## src/rtl/burst_init_pkg.sv

```systemverilog
package burst_init_pkg;

  typedef enum logic [1:0] {
    ST_IDLE = 2'd0,
    ST_ADDR = 2'd1,
    ST_DATA = 2'd2
  } busState_t;

  // control -> datapath strobes
  typedef struct packed {
    logic loadReq;
    logic addrPhase;
    logic dataPhase;
  } strobe_t;

endpackage

```

## src/rtl/burst_ctrl.sv

```systemverilog
module burst_ctrl
  import burst_init_pkg::*;
#(
  parameter int CNT_W = 8
) (
  input  logic             clk,
  input  logic             rstN,
  input  logic             start,
  input  logic [CNT_W-1:0] reqBeats,
  input  logic             localWait,
  input  logic             backToBack,
  input  logic             trdy,
  output strobe_t          strb,
  output logic             frame,
  output logic             irdy,
  output logic             beatDone,
  output logic             busy
);

  localparam logic [CNT_W-1:0] ONE = CNT_W'(1);

  busState_t        state;
  logic [CNT_W-1:0] remaining;
  logic             committed;
  logic             beatFire;
  logic             lastFire;
  logic             accept;

  always_comb begin
    irdy     = (state == ST_DATA) && (committed || !localWait);
    beatFire = irdy && trdy;
    lastFire = beatFire && (remaining == ONE);
    accept   = start && ((state == ST_IDLE) || (lastFire && backToBack));
    frame    = (state == ST_ADDR) ||
               ((state == ST_DATA) && ((remaining > ONE) || !irdy));
    busy     = (state != ST_IDLE);
    beatDone = beatFire;
    strb.loadReq   = accept;
    strb.addrPhase = (state == ST_ADDR);
    strb.dataPhase = (state == ST_DATA);
  end

  always_ff @(posedge clk or negedge rstN) begin
    if (!rstN) begin
      state     <= ST_IDLE;
      remaining <= '0;
      committed <= 1'b0;
    end else begin
      if (beatFire)  committed <= 1'b0;
      else if (irdy) committed <= 1'b1;

      if (accept)        remaining <= (reqBeats == '0) ? ONE : reqBeats;
      else if (beatFire) remaining <= remaining - ONE;

      unique case (state)
        ST_IDLE: if (accept) state <= ST_ADDR;
        ST_ADDR: state <= ST_DATA;
        ST_DATA: if (lastFire) state <= accept ? ST_ADDR : ST_IDLE;
        default: state <= ST_IDLE;
      endcase
    end
  end

  // a held beat freezes ready and frame
  assert_commit_hold_R5: assert property (@(posedge clk) disable iff (!rstN)
    (irdy && !trdy) |=> (irdy && (frame == $past(frame))));

  // frame released in a data phase only together with ready
  assert_frame_release_R6: assert property (@(posedge clk) disable iff (!rstN)
    ((state == ST_DATA) && !frame) |-> irdy);

  // final beat without back-to-back leads to an idle bus
  assert_idle_after_last_R9: assert property (@(posedge clk) disable iff (!rstN)
    (lastFire && !accept) |=> (!frame && !irdy && !busy));

  // back-to-back handoff goes straight to an address phase
  assert_b2b_addr_R10: assert property (@(posedge clk) disable iff (!rstN)
    (lastFire && accept) |=> (frame && !irdy && (state == ST_ADDR)));

  // the beat counter never runs dry inside a data phase
  assert_count_live_R7: assert property (@(posedge clk) disable iff (!rstN)
    (state == ST_DATA) |-> (remaining != '0));

endmodule

```

## src/rtl/burst_dp.sv

```systemverilog
module burst_dp
  import burst_init_pkg::*;
#(
  parameter int ADDR_W = 32,
  parameter int CMD_W  = 4
) (
  input  logic              clk,
  input  logic              rstN,
  input  strobe_t           strb,
  input  logic [ADDR_W-1:0] reqAddr,
  input  logic [CMD_W-1:0]  reqCmd,
  input  logic [ADDR_W-1:0] wrData,
  input  logic [ADDR_W-1:0] adIn,
  output logic [ADDR_W-1:0] adOut,
  output logic              adOe,
  output logic [CMD_W-1:0]  cbeN,
  output logic [ADDR_W-1:0] rdData
);

  logic [ADDR_W-1:0] addrQ;
  logic [CMD_W-1:0]  cmdQ;
  logic              isWrite;

  always_ff @(posedge clk or negedge rstN) begin
    if (!rstN) begin
      addrQ <= '0;
      cmdQ  <= '0;
    end else if (strb.loadReq) begin
      addrQ <= reqAddr;
      cmdQ  <= reqCmd;
    end
  end

  always_comb begin
    isWrite = cmdQ[0];
    adOe    = strb.addrPhase || (strb.dataPhase && isWrite);
    if (strb.addrPhase)                adOut = addrQ;
    else if (strb.dataPhase && isWrite) adOut = wrData;
    else                               adOut = '0;
    if (strb.addrPhase)      cbeN = cmdQ;
    else if (strb.dataPhase) cbeN = '0;
    else                     cbeN = '1;
    rdData = adIn;
  end

  // the bus is released during read data phases
  assert_read_release_R8: assert property (@(posedge clk) disable iff (!rstN)
    (strb.dataPhase && !isWrite) |-> !adOe);

  // address and data phases never overlap
  assert_phase_excl_R2: assert property (@(posedge clk) disable iff (!rstN)
    !(strb.addrPhase && strb.dataPhase));

endmodule

```

## src/rtl/burst_initiator.sv

```systemverilog
module burst_initiator
  import burst_init_pkg::*;
#(
  parameter int ADDR_W = 32,
  parameter int CMD_W  = 4,
  parameter int CNT_W  = 8
) (
  input  logic              clk,
  input  logic              rstN,
  input  logic              start,
  input  logic [ADDR_W-1:0] reqAddr,
  input  logic [CMD_W-1:0]  reqCmd,
  input  logic [CNT_W-1:0]  reqBeats,
  input  logic [ADDR_W-1:0] wrData,
  input  logic              localWait,
  input  logic              backToBack,
  output logic              busy,
  output logic              beatDone,
  output logic [ADDR_W-1:0] rdData,
  input  logic              trdyN,
  input  logic [ADDR_W-1:0] adIn,
  output logic [ADDR_W-1:0] adOut,
  output logic              adOe,
  output logic [CMD_W-1:0]  cbeN,
  output logic              frameN,
  output logic              irdyN
);

  strobe_t strb;
  logic    frame;
  logic    irdy;

  burst_ctrl #(.CNT_W(CNT_W)) uCtrl (
    .clk(clk), .rstN(rstN), .start(start), .reqBeats(reqBeats),
    .localWait(localWait), .backToBack(backToBack), .trdy(!trdyN),
    .strb(strb), .frame(frame), .irdy(irdy), .beatDone(beatDone), .busy(busy)
  );

  burst_dp #(.ADDR_W(ADDR_W), .CMD_W(CMD_W)) uDp (
    .clk(clk), .rstN(rstN), .strb(strb), .reqAddr(reqAddr), .reqCmd(reqCmd),
    .wrData(wrData), .adIn(adIn), .adOut(adOut), .adOe(adOe), .cbeN(cbeN),
    .rdData(rdData)
  );

  assign frameN = !frame;
  assign irdyN  = !irdy;

endmodule

```

## config.mk

```make
export PLATFORM = sky130hd
export DESIGN_NAME = burst_initiator
export DESIGN_NICKNAME = d
export VERILOG_FILES = /design/src/rtl/burst_init_pkg.sv /design/src/rtl/burst_ctrl.sv /design/src/rtl/burst_dp.sv /design/src/rtl/burst_initiator.sv
export SDC_FILE = /design/constraint.sdc
export NUM_CORES = 1
export LEC_CHECK = 0
export ABC_AREA = 1
export ABC_CLOCK_PERIOD_IN_PS = 1450
export BUFFER_PORTS_ARGS = -buffer_cell sky130_fd_sc_hd__buf_2
export CORE_AREA = 2 2 96 144
export CTS_CLUSTER_DIAMETER = 80
export DETAILED_ROUTE_END_ITERATION = 12
export DIE_AREA = 0 0 98 146
export MAX_ROUTING_LAYER = met4
export SYNTH_ARGS = -nofsm -noshare
export SYNTH_HDL_FRONTEND = slang
export SYNTH_SLANG_ARGS = --single-unit
export TNS_END_PERCENT = 1
```

## constraint.sdc

```tcl
create_clock -name clk -period 1.45 [get_ports clk]
set_input_delay 0.3625 -clock clk [delete_from_list [all_inputs] [get_ports clk]]
set_output_delay 0.3625 -clock clk [all_outputs]
set_load 0.02 [all_outputs]
```

* Word level (Yosys, flattened, before mapping)
Cells that the tools add are included.
Storage, ports and cells: flip-flop bits (word level) 47, latch bits 0, bits in writable memories 0, ROM bits 0, input port bits 114, output and inout port bits 73, logic and storage cells 47, memories kept 0
Cells by class: add/sub/neg operators 1, $mul 0, div/mod/pow operators 0, order comparisons 1, eq/ne operators 5, shift operators 0, mux-type cells 13, bitwise logic cells 0, reduce and logical (&&, ||, !) cells 22
Operators with widths (number):
- 2-to-1 mux 32 bit | 2
- 2-to-1 mux 8 bit | 3
- == test 8 x 1 -> 1 bit, second input constant | 1
- > comparator 8 x 1 -> 1 bit, second input constant | 1
- logical NOT 8 bit | 1
- 2-to-1 mux 4 bit | 2
- subtractor 8 x 1 -> 8 bit, second input constant | 1
- logical AND 1 bit | 7
- case mux 2 bit (3 select lines) | 1
- nonzero test 2 bit | 3
- logical OR 1 bit | 5
- logical NOT 1 bit | 4
- 2-to-1 mux 2 bit | 2
- 2-to-1 mux 1 bit | 3
- == test 2 x 1 -> 1 bit, second input constant | 1
- == test 2 bit, second input constant | 1
- logical NOT 2 bit | 1
- inequality test 2 x 1 -> 1 bit, second input constant | 1
- inequality test 2 bit, second input constant | 1
- AND reduction 2 bit | 1

* Longest topological paths before layout
depth in word-level cells 11, mapped depth 11, gate-level depth less buffers 10

* Modules after synthesis
Synthesis repeated with hierarchy kept, for this count alone.
Second synthesis, totals: cell total of the unflattened synthesis 419, area, all modules 3046.7 µm²
Modules (own cells, without submodules):
- burst_dp | times used 1, cells each 304, area an instance 2215.9 µm², sequential area each 900.9 µm²
- burst_ctrl | times used 1, cells each 112, area an instance 819.5 µm², sequential area each 275.3 µm²
- burst_initiator | times used 1, cells each 3, area an instance 11.3 µm², sequential area each 0.0 µm²

* Least setup slack after synthesis
No wires, ideal clock.
path kind register -> output, start point register uCtrl.remaining[0], end point output frameN, arrival 1.368 ns, required time 1.087 ns, slack -0.281 ns, stages on the path, launching flop included 7, path buffers 0, cell sequence dfrtp_1 -> inv_1 -> ha_1 -> nand2_1 -> nor2_1 -> nor2_1 -> o21ai_0
On the way: word-level cells in the longest chain between the ends 5
RTL lines:
- start, declared | RTL line burst_ctrl.sv:23 | logic [CNT_W-1:0] remaining;
- start signal, assigned | RTL line burst_ctrl.sv:52 | if (accept) remaining <= (reqBeats == '0) ? ONE : reqBeats;
- start signal, assigned | RTL line burst_ctrl.sv:53 | else if (beatFire) remaining <= remaining - ONE;
- > comparator 8 x 1 -> 1 bit | RTL line burst_ctrl.sv:35 | ((state == ST_DATA) && ((remaining > ONE) || !irdy));
- logical OR 1 bit | RTL line burst_ctrl.sv:35
- logical AND 1 bit | RTL line burst_ctrl.sv:35
- logical OR 1 bit | RTL line burst_ctrl.sv:34 | frame = (state == ST_ADDR) ||
- logical NOT 1 bit | RTL line burst_initiator.sv:45 | assign frameN = !frame;
- end, declared | RTL line burst_initiator.sv:25 | output logic frameN,
Every way passes these cells.

* Worst setup path in the final report
start point register uCtrl.state[0], end point output frameN
On the way: word-level cells in the longest chain between the ends 7, elaborated cells on any way between the ends 8, classes of those cells 2 x eq/ne; 6 x reduce/logical
RTL lines:
- start, declared | RTL line burst_ctrl.sv:22 | busState_t state;
- start signal, assigned | RTL line burst_ctrl.sv:58 | ST_DATA: if (lastFire) state <= accept ? ST_ADDR : ST_IDLE;
- == test 2 bit | RTL line burst_ctrl.sv:30, burst_ctrl.sv:35
- logical AND 1 bit | RTL line burst_ctrl.sv:30 | irdy = (state == ST_DATA) && (committed || !localWait);
- logical NOT 1 bit | RTL line burst_ctrl.sv:35
- logical OR 1 bit | RTL line burst_ctrl.sv:35
- logical AND 1 bit | RTL line burst_ctrl.sv:35
- logical OR 1 bit (*) | RTL line burst_ctrl.sv:34
- logical NOT 1 bit (*) | RTL line burst_initiator.sv:45
Every way passes the cells marked *; elsewhere a longest branch is shown, timed or not.

==> results_dict.tcl <==
set metrics [dict create \
    final.period_utilization_pct 126 \
    unrepaired_setup_endpoints_after_global_routing "yes" \
    totalWireLength_mm 10.0 \
    power.density_nw_per_um2 2130 \
    finalCoreUtilization_pct 33.8 \
    worstRegToRegCells 11 \
    drtPass1Iterations 4 \
    fin_max_slew_vios 0 \
    worst-path-stages 6 \
    ir_worst_vdd_mv 1.01 \
    timing.final.ws_setup_ns -0.371 \
    cts_tree "built" \
    floorplan.initialDensity_pct 22.6 \
    die_w_um 98 \
    critical-path-top-cell-by-count "sky130_fd_sc_hd__buf_6" \
    peak_fanout_along_the_critical_path 3 \
    critical_path.n_buffers_inverters 3 \
    tritoncts.num_buffers 5 \
    postRouteAntennaNets 0 \
    gr-total-overflow 0 \
    site_row_count 51 \
    synth_seq_area_share_pct 40.2 \
    h-tree-depth 2 \
    antenna_cells 0 \
    worst_case_headroom_to_the_max_slew_limit_pct 76.9 \
    drt-wirelength-per-cell_um 14.5 \
    synthCells 412 \
    buffer_levels_on_the_longest_clock_path 2 \
    clk_pin_slew_worst_paths_ns 0.07 \
    grt_start_max_net_pins 39 \
    final_nets 646 \
    drive_above_1_share_pct 38.9 \
    postSynthNetCount 528 \
    worst_hold_path_depth 3 \
    report.final.hold_viol_count 0 \
    startpoint_type "register" \
    floorplan.die_area_um2 14300 \
    synthDistinctLibCells 26 \
    clock-sinks 47 \
    violated_checks "setup timing" \
    synth_warnings 0 \
    critical_path_class "register to output pin" \
    critical_path.max_stage_delay_ns 0.43 \
    drv.max_cap_violation_count 0 \
    timing.critical_path.cells "nor2_4, buf_6, nand2_4, buf_6, o21ai_4, buf_6" \
    chipHeight_um 146 \
    cp.arrival_ns 1.46 \
    fin_worst_hold_slack_ns 0.266 \
    grt_use_total_pct 14.4 \
    worst_clock_skew_ns 0.00630 \
    insertion_delay_to_the_later_sink_of_the_worst_skew_pair_ns 0.29 \
    postSynthRegisterBits 47 \
    timing.setup.tns_ns -19.80 \
    grt_first_pass_wirelength_mm 15.9 \
    cts_root_buf "sky130_fd_sc_hd__clkbuf_16" \
    drt_iter0_markers 86 \
    io-pin-count 187 \
    leakage_nw 2.34 \
    areaGrowthSynthToFinish_pct 49.6 \
    dp_hpwl_mm 7.22 \
    routed-via-count 3082 \
    timing.critical_path.to_type "output pin" \
    hold_path_class "input port to register" \
    post-place-ws_ns -0.180 \
    critical_path.top_delay_family "flip-flops" \
    initial_antenna_violation_count 0 \
    route.detailed.drc 0 \
    layout_min_cycle_time_ns 1.82 \
    number_of_endpoints_failing_setup_at_the_final_stage 86 \
    crit_slowest_cell "sky130_fd_sc_hd__dfrtp_1" \
    synthesis.area_per_instance_um2 7.11 \
    via_per_inst 4.47 \
    placement.io_buffers 122 \
    core_area_um2 13000 \
    grt_pass1_vias 3146 \
    fin_total_pwr_w 0.00934 \
    place_congestion 0.793 \
    worst-endpoint-required_ns 1.09 \
    mappedNetlistArea_um2 2930 \
    worst_pin_slew_ns 0.343 \
    clock.fmax_mhz 549 \
    outcome "complete, but fails checks" \
]
-- Yosys cell counts (all sizes together) --
| library cell | n | share of area, % |
|---|---|---|
| nand2 | 177 | 23 |
| nand3 | 87 | 15 |
| dfrtp | 47 | 40 |
| buf | 41 | 10 |
| clkbuf | 16 | 2.1 |
| nor2 | 15 | 2.7 |
| inv | 6 | 0.77 |
| o21ai | 4 | 0.68 |
| or2 | 4 | 0.85 |
| nand3b | 3 | 0.77 |
| xor2 | 3 | 0.90 |
| a21oi | 2 | 0.34 |
| ha | 2 | 0.85 |
| nor3 | 2 | 0.34 |
| clkinv | 1 | 0.30 |
| nor4 | 1 | 0.21 |
| xnor2 | 1 | 0.30 |
-- power breakdown --
part           switching, W  total [W]  internal (W)
sequential         0.000380    0.00232       0.00194
combinational       0.00304    0.00571       0.00267
clock              0.000501    0.00130      0.000804
-- per-layer routing --
layer	wire [µm]	track usage (%)
met1	3760	15.1
met2	5460	26.4
met3	459	2.07
met4	331	6.04
met5	0	-
-- state kept, by name, indices dropped and copies added, names as in the netlist --
register	flops
uDp.addrQ	32
uCtrl.remaining	8
uDp.cmdQ	4
uCtrl.state	2
uCtrl.committed	1
-- worst paths after layout --
check,start,end,slack (ns)
hold reg to reg,uDp.addrQ[3]$_DFFE_PN0N_,uDp.addrQ[3]$_DFFE_PN0N_,0.48
max in group asynchronous,rstN,uDp.addrQ[23]$_DFFE_PN0N_,0.47
min in group asynchronous,rstN,uCtrl.remaining[7]$_DFFE_PN0P_,0.48
setup / recovery,uCtrl.state[0]$_DFFE_PN0P_,frameN,-0.37
setup reg to reg,uCtrl.remaining[1]$_DFFE_PN0P_,uCtrl.remaining[4]$_DFFE_PN0P_,-0.20
hold / removal,reqAddr[26],uDp.addrQ[26]$_DFFE_PN0N_,0.27
-- cell families after synthesis --
kind of cell / Yosys count / synth area share [%]
adders and majority gates: 2 / 0.855
and+or+nand+nor: 289 / 43.2
xor gates and xnor gates: 4 / 1.20
buffers and inverters: 64 / 13.5
DFF: 47 / 40.2
AOI/OAI and AO/OA: 6 / 1.03
-- cell usage in the layout, fill, tap and decap left out, drive strengths merged --
| master | count |
|---|---|
| a21oi | 2 |
| buf | 167 |
| bufinv | 1 |
| clkbuf | 5 |
| clkinv | 1 |
| clkinvlp | 1 |
| dfrtp | 47 |
| dlygate4sd3 | 1 |
| ha | 2 |
| inv | 6 |
| nand2 | 177 |
| nand3 | 87 |
| nand3b | 3 |
| nor2 | 15 |
| nor3 | 2 |
| nor4 | 1 |
| o21ai | 4 |
| or2 | 4 |
| xnor2 | 1 |
| xor2 | 3 |
-- worst reg2reg max path, delay by kind of cell, from the launching register on --
| family | cells | cell delay (ns) |
|---|---|---|
| adder cells (fa/ha/maj) | 1 | 0.18 |
| buffers and inverters | 3 | 0.38 |
| flip-flops | 1 | 0.38 |
| AND/OR/NAND/NOR | 7 | 0.59 |
-- what timing repair did --
action | 4_1_cts | 5_1_grt
pin swaps | 5 | 7
buffers inserted | 5 | 0
hold buffers | 1 | 0
setup endpoints to repair | 86 | 86
gates resized for setup | 94 | 16
cloned | 1 | 0
endpoints found under the hold margin | 9 | 0
-- cell type report --
type	instances	area (µm²)
Sequential cell	47	1180
Clock buffer	5	125
Fill cell	1389	8570
Multi-Input combinational cell	301	1440
Clock inverter	2	37.5
Inverter	7	38.8
Timing Repair Buffer	168	1360
Tap cell	159	199
-- stage by stage --
stage	cell area [µm²]	cells
floorplan	2940	412
global placement	3780	675
detailed placement	3780	675
CTS	4330	689
global route	4380	689
finish	4380	689
Note: power is estimated with default switching activity, not from simulation.
